[src/rtl/mul_pkg.sv]
package mul_pkg;
   typedef enum logic {
      ST_IDLE = 1'b0,
      ST_RUN  = 1'b1
   } mul_state_e;
endpackage

[src/rtl/mul_sequencer.sv]
module mul_sequencer
   import mul_pkg::*;
#(
   parameter int ITER = 32
) (
   input  logic clk,
   input  logic rst_n,
   input  logic start,
   output logic load,
   output logic step,
   output logic busy,
   output logic done
);
   localparam int CNT_W = (ITER > 1) ? $clog2(ITER) : 1;
   localparam logic [CNT_W-1:0] LAST = CNT_W'(ITER - 1);

   mul_state_e       state_q;
   logic [CNT_W-1:0] iter_q;
   logic             done_q;
   logic             last_iter;

   assign load      = start && (state_q == ST_IDLE);
   assign step      = (state_q == ST_RUN);
   assign last_iter = step && (iter_q == LAST);
   assign busy      = step;
   assign done      = done_q;

   always_ff @(posedge clk or negedge rst_n) begin
      if (!rst_n) begin
         state_q <= ST_IDLE;
         iter_q  <= '0;
         done_q  <= 1'b0;
      end else begin
         done_q <= last_iter;
         if (load) begin
            state_q <= ST_RUN;
            iter_q  <= '0;
         end else if (step) begin
            iter_q <= iter_q + 1'b1;
            if (last_iter) state_q <= ST_IDLE;
         end
      end
   end
endmodule

[src/rtl/mul_operand_regs.sv]
module mul_operand_regs #(
   parameter int OP_W = 32
) (
   input  logic              clk,
   input  logic              rst_n,
   input  logic              load,
   input  logic              step,
   input  logic [OP_W-1:0]   a_in,
   input  logic [OP_W-1:0]   b_in,
   output logic [2*OP_W-1:0] mcand,
   output logic              mplier_lsb
);
   localparam int PW = 2 * OP_W;

   logic [PW-1:0]   mcand_q;
   logic [OP_W-1:0] mplier_q;

   always_ff @(posedge clk or negedge rst_n) begin
      if (!rst_n) begin
         mcand_q  <= '0;
         mplier_q <= '0;
      end else if (load) begin
         mcand_q  <= {{OP_W{1'b0}}, a_in};
         mplier_q <= b_in;
      end else if (step) begin
         mcand_q  <= {mcand_q[PW-2:0], 1'b0};
         mplier_q <= {1'b0, mplier_q[OP_W-1:1]};
      end
   end

   assign mcand      = mcand_q;
   assign mplier_lsb = mplier_q[0];
endmodule

[src/rtl/mul_accum.sv]
module mul_accum #(
   parameter int PW    = 64,
   parameter int SEG_W = 16
) (
   input  logic          clk,
   input  logic          rst_n,
   input  logic          clear,
   input  logic          add_en,
   input  logic [PW-1:0] addend,
   output logic [PW-1:0] acc
);
   localparam int NSEG = (SEG_W >= PW) ? 1 : PW / SEG_W;

   logic [PW-1:0] acc_q;
   logic [PW-1:0] sum;

   generate
      if (NSEG == 1) begin : g_flat
         assign sum = acc_q + addend;
      end else begin : g_seg
         logic [NSEG:0] carry;
         assign carry[0] = 1'b0;
         for (genvar s = 0; s < NSEG; s++) begin : g_lane
            logic [SEG_W:0] part;
            assign part = {1'b0, acc_q[s*SEG_W +: SEG_W]}
                        + {1'b0, addend[s*SEG_W +: SEG_W]}
                        + {{SEG_W{1'b0}}, carry[s]};
            assign sum[s*SEG_W +: SEG_W] = part[SEG_W-1:0];
            assign carry[s+1] = part[SEG_W];
         end
      end
   endgenerate

   always_ff @(posedge clk or negedge rst_n) begin
      if (!rst_n)      acc_q <= '0;
      else if (clear)  acc_q <= '0;
      else if (add_en) acc_q <= sum;
   end

   assign acc = acc_q;
endmodule

[src/rtl/shiftadd_mul.sv]
module shiftadd_mul #(
   parameter int OP_W  = 32,
   parameter int SEG_W = 16
) (
   input  logic              clk,
   input  logic              rst_n,
   input  logic              start,
   input  logic [OP_W-1:0]   op_a,
   input  logic [OP_W-1:0]   op_b,
   output logic [2*OP_W-1:0] product,
   output logic              busy,
   output logic              done
);
   localparam int PW = 2 * OP_W;

   generate
      if (OP_W < 2) begin : g_bad_width
         $error("shiftadd_mul: OP_W must be at least 2");
      end
      if (SEG_W < PW && (PW % SEG_W) != 0) begin : g_bad_seg
         $error("shiftadd_mul: SEG_W must divide 2*OP_W");
      end
   endgenerate

   logic          load, step, lsb;
   logic [PW-1:0] mcand;

   mul_sequencer #(.ITER(OP_W)) u_seq (
      .clk(clk), .rst_n(rst_n), .start(start),
      .load(load), .step(step), .busy(busy), .done(done)
   );

   mul_operand_regs #(.OP_W(OP_W)) u_ops (
      .clk(clk), .rst_n(rst_n), .load(load), .step(step),
      .a_in(op_a), .b_in(op_b), .mcand(mcand), .mplier_lsb(lsb)
   );

   mul_accum #(.PW(PW), .SEG_W(SEG_W)) u_acc (
      .clk(clk), .rst_n(rst_n), .clear(load), .add_en(step && lsb),
      .addend(mcand), .acc(product)
   );
endmodule

[config.mk]
export PLATFORM = sky130hd
export DESIGN_NAME = shiftadd_mul
export DESIGN_NICKNAME = d
export VERILOG_FILES = /design/src/rtl/mul_pkg.sv /design/src/rtl/mul_sequencer.sv /design/src/rtl/mul_operand_regs.sv /design/src/rtl/mul_accum.sv /design/src/rtl/shiftadd_mul.sv
export SDC_FILE = /design/constraint.sdc
export NUM_CORES = 1
export LEC_CHECK = 0
export BUFFER_PORTS_ARGS = -buffer_cell sky130_fd_sc_hd__buf_2
export CAP_MARGIN = 10
export CORE_AREA = 2 2 134 136
export DETAILED_ROUTE_END_ITERATION = 10
export DIE_AREA = 0 0 136 138
export PLACE_DENSITY_LB_ADDON = 0.12
export SLEW_MARGIN = 20
export SYNTH_ARGS = -nofsm -noshare
export SYNTH_HDL_FRONTEND = slang
export SYNTH_SLANG_ARGS = --single-unit
[constraint.sdc]
create_clock -name clk -period 21.9 [get_ports clk]
set_input_delay 3.285 -clock clk [delete_from_list [all_inputs] [get_ports clk]]
set_output_delay 3.285 -clock clk [all_outputs]
set_load 0.02 [all_outputs]
==> summary.md, run 1 <==
| Metric | Value |
|---|---|
| Status | finished clean |
| Top_reg_cell synth | dfrtp_1 |
| Buffers on Ports | 132 |
| Total wire length | roughly 21000 µm |
| Root Buffer | clkbuf_16 |
| Synth-to-layout area growth | 15.2% |
| First-pass GRT wire length | between 30000 and 40000 µm |
| DR WL/cell | between 15 and 20 µm |
| Mapped Area | 9400 µm² |
| Ys async rst share | 100% |
| Worst setup SP type | flop |
| Slew @ Worst Pin | between 0.9 and 1 ns |
| GRT Util Overall | a little under a quarter |
| Initial antenna violation count | 0 |
| Leak | 0.00537 µW |
| Worst path bufs/invs | 1 |
| Die area | 18800 µm² |
| RSZ-0062 raised after global routing | false |
| Worst skew pair latency | 0.43 ns |
| Min-delay worst type | flop to flop |
| Area leader, netlist | dfrtp_1 |
| Clk slew on worst S/H paths | 0.06 ns |
| Resized Gates After CTS | 0 |
| DR vias/cell | 5.70 |
| Post-Place Worst Slack | 14.11 ns |
| # nets final | approximately 1200 |
| Max-slew headroom | 39.8% |
| Slew Viols, Final | 0 |
| Slowest Stage Delay on Critical Path | 0.43 ns |
| Final instance area | between 10000 and 15000 µm² |
| CP max FO | 5 |
| Syn. warnings | 0 |
| Endpoints failing hold | 0 |
| Most common cell after layout, fill and taps aside | dfrtp_1 |
| CTS buffer count | 17 |
| # DRC | 0 |
| Slowest cell on crit path | fa_1 |
| Req. time, crit path | 22.18 ns |
| Mean post-synth cell area | 9.87 µm² |
| Hold Buf Count CTS | 0 |
| Critical path's most frequent cell | fa_1 |
| CP Capture Type | flop |
| Final Cycle Share | 35.9% |
| Via count | about 7400 |
| Largest net degree at the start of global routing | 105 |
| Die X-Extent | between 100 and 150 µm |
| CTS Sinks | 167 |
| Final setup fails | 0 |
| Pwr dens | between 100 and 150 nW/µm² |
| GRT Residual Overflow | 0 |
| Number of synthesized flops with an enable pin | 0 |
| Max Root-Sink Buffers | 2 |
| DR pass1 iterations | 5 |
| Critical Path AT | 8.15 ns |
| Setup Buffers After CTS | 0 |
| Initial Utilization | 53.6% |
| Peak supply drop | 0.000108 V |
| Crit path max-delay family | compound AO/OA/AOI/OAI gates |
| #FFs+latches synth | roughly 170 |
| Vias in the first global route | 7184 |
| Tmin final | between 7 and 8 ns |
| Worst clock skew | 0.0122 ns |
| Die H | 138 µm |
| I/O pin count | between 100 and 150 |
| Share of cells above drive strength 1 | 17.0% |
| Seq/Total Area, Yosys | 44.5% |
| FP Rows | 49 |
| Most frequent cells in the layout | 166 x dfrtp_1, 143 x nand2_1, 130 x buf_2 |
| Max-cap viol count | 0 |
| Initial DRC Count | around 430 |
| Post-synth net total | 1088 |
| Final setup TNS | 0 ns |
| Post-synth cell types | 59 |
| CTS tree | built |
| F_max | between 100 and 150 MHz |
| Synth top area share | between 40% and 50% |
| Mapped Cells | 952 |
| CTS H-tree lvls | 4 |
| Core Area | between 15000 and 20000 µm² |
| CP Class | flop to flop |
| Post-route ant nets | 0 |
| GP Congestion | 0.856 |
| Hpwl dp | approximately 14000 µm |
| Largest cells by area after synthesis | dfrtp_1 44%, ha_1 8.3%, mux2i_1 7.7%, o21ai_0 6.3%, nand2_1 5.8% |
| Setup ws final | 14.04 ns |
| ANT cells | 0 |
| Post-DP Area | roughly 10000 µm² |
registers in the layout (all words and copies together), names as in the netlist:
register        flops
u_ops.mplier_q     32
u_acc.acc          64
u_seq.iter_q        5
u_ops.mcand        64
u_seq.busy          1
u_seq.done          1
path summary, 6_finish.rpt:
check / endpoint / slack (ns) / cells past startpoint / start
max: u_acc.acc[58] / 14.04 / 33 / u_acc.acc[0]
min reg2reg: u_ops.mplier_q[7] / 0.48 / 2 / u_ops.mplier_q[8]
min in group asynchronous: u_acc.acc[52] / 2.94 / 1 / rst_n
max reg2reg: u_acc.acc[58] / 14.04 / 33 / u_acc.acc[0]
max in group asynchronous: u_ops.mplier_q[23] / 17.52 / 2 / rst_n
min: u_ops.mplier_q[7] / 0.48 / 2 / u_ops.mplier_q[8]
metal layers:
metal  part of all wire (%)  wire length, µm  vias to the layer above  global-route usage (%)
li1                       -                -                     3700                       -
met1                     47             9960                     3577                    33.1
met2                     46             9720                      135                    36.0
met3                    4.8             1000                       21                    4.47
met4                    1.6              345                        0                    7.40
met5                      0                0                        -                       0
cells by family (layout without fill, tap and decap cells):
logic type | Yosys count | in the layout | share of synthesized area (%)
compound gates | 297 | 297 | 20.1
buf+inv | 60 | 183 | 2.50
simple gates | 248 | 248 | 11.8
fa+ha+maj | 69 | 69 | 9.75
flops | 167 | 167 | 44.5
xor+xnor | 38 | 38 | 3.54
mux | 73 | 73 | 7.79
tightest hold or removal path, cell delays in order, from the launching register on:
cell	delay (ns)
dfrtp_1	0.34
nand2_1	0.05
o21ai_0	0.06
cell usage after synthesis (3+ instances only):
library cell	count
o21bai_1	7
nor2b_1	3
nor2_1	30
and2_1	5
nand4_1	8
nor3b_1	4
clkbuf_1	31
a22o_1	46
nand2_1	144
a211oi_1	7
nand2b_1	4
ha_1	62
xnor2_1	23
o211ai_1	7
xor2_1	15
mux2i_1	72
fa_1	7
nor3_1	7
o311ai_0	3
o21ai_1	11
o21ai_0	118
a31oi_1	5
or3_1	5
o21a_1	3
a21o_1	13
and3_1	8
inv_1	12
a21oi_1	50
nand3_1	19
buf_2	8
dfrtp_1	167
a32o_1	4
a221oi_1	3
buf_1	9
area by class of cell:
class	instances	area, µm²
clock buffer	21	470
inverter	12	45.0
multi-input combinational	725	4990
tap	229	287
timing repair buffer	139	722
fill	1551	6720
sequential	167	4180
clock inverter	11	125
through the flow:
step	hold slack, ns	power [µW]	utilization, %	std cells
2_1_floorplan	0.452	1090	-	952
3_3_place_gp	0.459	1270	58.3	1272
3_5_place_dp	0.469	1280	58.3	1272
4_1_cts	0.491	1590	61.7	1304
5_1_grt	0.514	1720	61.7	1304
6_report	0.485	1580	61.7	1304
report_power, final:
part / leakage, µW / internal, µW / switching, µW / total, µW
sequential: 0.00218 / 431 / 111 / 543
clock: 0.000289 / 177 / 126 / 303
combinational: 0.00290 / 310 / 426 / 737
Note: power is estimated with default switching activity, not from simulation.
==> run 2, diff against run 1 <==
--- a/config.mk
+++ b/config.mk
@@ -7,9 +7,9 @@
 export LEC_CHECK = 0
 export BUFFER_PORTS_ARGS = -buffer_cell sky130_fd_sc_hd__buf_2
 export CAP_MARGIN = 10
-export CORE_AREA = 2 2 134 136
+export CORE_AREA = 2 2 137 139
 export DETAILED_ROUTE_END_ITERATION = 10
-export DIE_AREA = 0 0 136 138
+export DIE_AREA = 0 0 139 141
 export PLACE_DENSITY_LB_ADDON = 0.12
 export SLEW_MARGIN = 20
 export SYNTH_ARGS = -nofsm -noshare
==> constraint.sdc (replaced) <==
create_clock -name clk -period 6.4 [get_ports clk]
set_input_delay 0.96 -clock clk [delete_from_list [all_inputs] [get_ports clk]]
set_output_delay 0.96 -clock clk [all_outputs]
set_load 0.02 [all_outputs]
==> run 2 against run 1 <==
Compared with the run above:
- the flow now finishes with violations (negative setup slack)
- cell count is 5.1% higher
- die area rose by 4.4%
- clock skew down 0.0013 ns
- combinational power increased to 3.7 times the previous value
==> summary.md, run 2 (synthesis gave the netlist of run 1 again) <==
| Metric | Value |
|---|---|
| Max-slew headroom | 40.1% (was 39.8%) |
| Slew Viols, Final | 0 (unchanged) |
| DR vias/cell | 5.57 (was 5.70) |
| Hold depth | 2 (unchanged) |
| Req. time, crit path | 6.68 ns (was 22.18 ns) |
| Worst hold slack | 0.484 ns (was 0.485 ns) |
| Sw Pwr | 2340 µW (was 664 µW) |
| Hpwl dp | 14800 µm (was 14400 µm) |
| CTS H-tree lvls | 4 (unchanged) |
| Max-cap viol count | 0 (unchanged) |
| Power Internal | 3440 µW (was 919 µW) |
| Most common cell after layout, fill and taps aside | dfrtp_1 (unchanged) |
| Placed Cells | 1326 (was 1272) |
| Filler Cells Inserted | 1612 (was 1551) |
| Top layer in use | met4 (unchanged) |
| Die area | 19600 µm² (was 18800 µm²) |
| Endpoints failing hold | 0 (unchanged) |
| ANT cells | 0 (unchanged) |
| Sequential Power Share | 32.2% (was 34.3%) |
| Clock Power Share | 20.3% (was 19.2%) |
| WL met2 | 10500 µm (was 9720 µm) |
| CTS tree | built (unchanged) |
| Die X-Extent | 139 µm (was 136 µm) |
| Leak | 0.00571 µW (was 0.00537 µW) |
| Share of cells above drive strength 1 | 23.5% (was 17.0%) |
| WL met3 | 749 µm (was 1000 µm) |
| Core Area | 18300 µm² (was 17500 µm²) |
| Post-route ant nets | 0 (unchanged) |
| Reg-to-reg slack, setup | -0.30 ns (was 14.04 ns) |
| Critical R2R Launch | u_acc.acc[0] (unchanged) |
| Setup ws final | -0.304 ns (was 14.04 ns) |
| Root Buffer | clkbuf_16 (unchanged) |
| Buffers on Ports | 132 (unchanged) |
| CTS Sinks | 167 (unchanged) |
| Initial antenna violation count | 0 (unchanged) |
| Initial Utilization | 51.4% (was 53.6%) |
| DR pass1 iterations | 4 (was 5) |
| CP Class | flop to flop (unchanged) |
| Status | finished, violations left (was finished clean) |
| Switching Share | 40.5% (was 41.9%) |
| Routed met1 length | 10500 µm (was 9960 µm) |
| Final Power | 5780 µW (was 1580 µW) |
| # nets final | 1259 (was 1198) |
| Vias in the first global route | 7413 (was 7184) |
| Initial DRC Count | 370 (was 434) |
| # DRC | 0 (unchanged) |
| Final setup fails | 6 (was 0) |
| Max Root-Sink Buffers | 2 (unchanged) |
| DR WL/cell | 16.0 µm (was 16.1 µm) |
| Final setup TNS | -1.46 ns (was 0 ns) |
| Hold EP | u_ops.mplier_q[16] (was u_ops.mplier_q[7]) |
| Failing checks | negative setup slack |
| Die H | 141 µm (was 138 µm) |
| Largest net degree at the start of global routing | 104 (was 105) |
| F_max | 149 MHz (was 127 MHz) |
| GRT Residual Overflow | 0 (unchanged) |
| CTS buffer count | 17 (unchanged) |
| GP Congestion | 0.831 (was 0.856) |
| Hold Startpoint | u_ops.mplier_q[17] (was u_ops.mplier_q[8]) |
| Worst setup SP type | flop (unchanged) |
| GRT Util Overall | 22.9% (was 23.3%) |
| Total wire length | 21900 µm (was 21000 µm) |
| Clk slew on worst S/H paths | 0.06 ns (about the same) |
| Register area | 4180 µm² (about the same) |
| Multi-input logic area | 5100 µm² (was 4990 µm²) |
| FP Rows | 50 (was 49) |
| CP Capture Type | flop (unchanged) |
| Synth-to-layout area growth | 22.1% (was 15.2%) |
| First-pass GRT wire length | 36800 µm (was 35500 µm) |
| Peak supply drop | 0.000271 V (was 0.000108 V) |
| Most frequent cells in the layout | 165 x dfrtp_1, 143 x nand2_1, 130 x buf_2 (was 166 x dfrtp_1, 143 x nand2_1, 130 x buf_2) |
| Reg2Reg Capture Point | u_acc.acc[58] (unchanged) |
| Utilization after layout | 62.8% (was 61.7%) |
| Critical Path AT | 6.98 ns (was 8.15 ns) |
| Slowest cell on crit path | dfrtp_2 (was fa_1) |
| Slew @ Worst Pin | 0.898 ns (was 0.904 ns) |
| Comb power frac | 47.5% (was 46.5%) |
| Via count | 7634 (was 7433) |
| Slowest Stage Delay on Critical Path | 0.42 ns (was 0.43 ns) |
| Worst clock skew | 0.0109 ns (was 0.0122 ns) |
| Tmin final | 6.70 ns (was 7.86 ns) |
| Worst skew pair latency | 0.42 ns (was 0.43 ns) |
| CP max FO | 5 (unchanged) |
| Min-delay worst type | flop to flop (unchanged) |
| Final Cycle Share | 105% (was 35.9%) |
| Critical path's most frequent cell | fa_2 (was fa_1) |
| Pwr dens | 504 nW/µm² (was 146 nW/µm²) |
| I/O pin count | 133 (unchanged) |
| Post-route non-filler standard cell count | 1370 (was 1304) |
| R2R cell count | 33 (unchanged) |
| RSZ-0062 raised after global routing | true (was false) |
-- run 2: changes by cell type in the layout (fill, tap and decap cells not counted), moves of 4 or more --
cell / delta
fa_2: +7
a21oi_1: -4
bufinv_16: +4
fa_1: -7
buf_4: +61
o21ai_0: -4
-- run 2: power groups by stage --
stage | clock network [µW] | registers (µW) | logic [µW]
floorplan | 0 | 1970 | 1770
global placement | 0 | 1870 | 2630
detailed placement | 0 | 1870 | 2680
CTS | 1200 | 1860 | 2720
global route | 1240 | 1930 | 3090
finish | 1170 | 1860 | 2750
-- run 2: routing by layer --
metal	vias to the layer above	GRT usage (%)
met4	0	4.94
met3	10	4.21
met5	-	0
li1	3818	-
met1	3696	31.9
met2	110	37.9
-- run 2: worst max-delay path by stage --
stage | startpoint | to | slack (ns) | depth (start not counted)
global route | u_acc.acc[0] | u_acc.acc[54] | -0.67 | 34
floorplan | u_acc.acc[0] | u_acc.acc[58] | -0.03 | 33
finish | u_acc.acc[0] | u_acc.acc[58] | -0.30 | 33
global placement | u_acc.acc[0] | u_acc.acc[58] | -0.30 | 33
detailed placement | u_acc.acc[0] | u_acc.acc[58] | -0.37 | 33
CTS | u_acc.acc[0] | u_acc.acc[58] | -0.35 | 33
-- run 2: stage by stage --
stage                     cell area, µm²  setup WS [ns]
after floorplan                     9450        -0.0301
after global placement             10700         -0.298
after detailed placement           10700         -0.375
after CTS                          11400         -0.348
after global routing               11500         -0.674
final                              11500         -0.304
-- run 2: critical path: cells and delay by family, from the launching register on --
| family | cells | cell delay (ns) |
|---|---|---|
| flops | 1 | 0.42 |
| compound gates | 17 | 2.58 |
| simple gates | 6 | 0.84 |
| buf+inv | 1 | 0.05 |
| xor+xnor | 1 | 0.17 |
| fa+ha+maj | 8 | 2.49 |
-- run 2: layout make-up --
cell class / count / area share [%]
multi-input cells: 725 / 44.4
well taps: 234 / 2.55
repair buffers: 200 / 10.3
flip-flops and latches: 167 / 36.5
inverters: 12 / 0.393
clock buffers: 21 / 3.93
clock inverters: 11 / 1.92
-- run 2: what timing repair did --
| item | 4_1_cts | 5_1_grt |
|---|---|---|
| resized for setup | 6 | 9 |
| setup buffers | 5 | 7 |
| pin swaps | 4 | 8 |
| endpoints found under the setup margin | 8 | 13 |
| hold buffers | 0 | 0 |
| endpoints found under the hold margin | 0 | 0 |
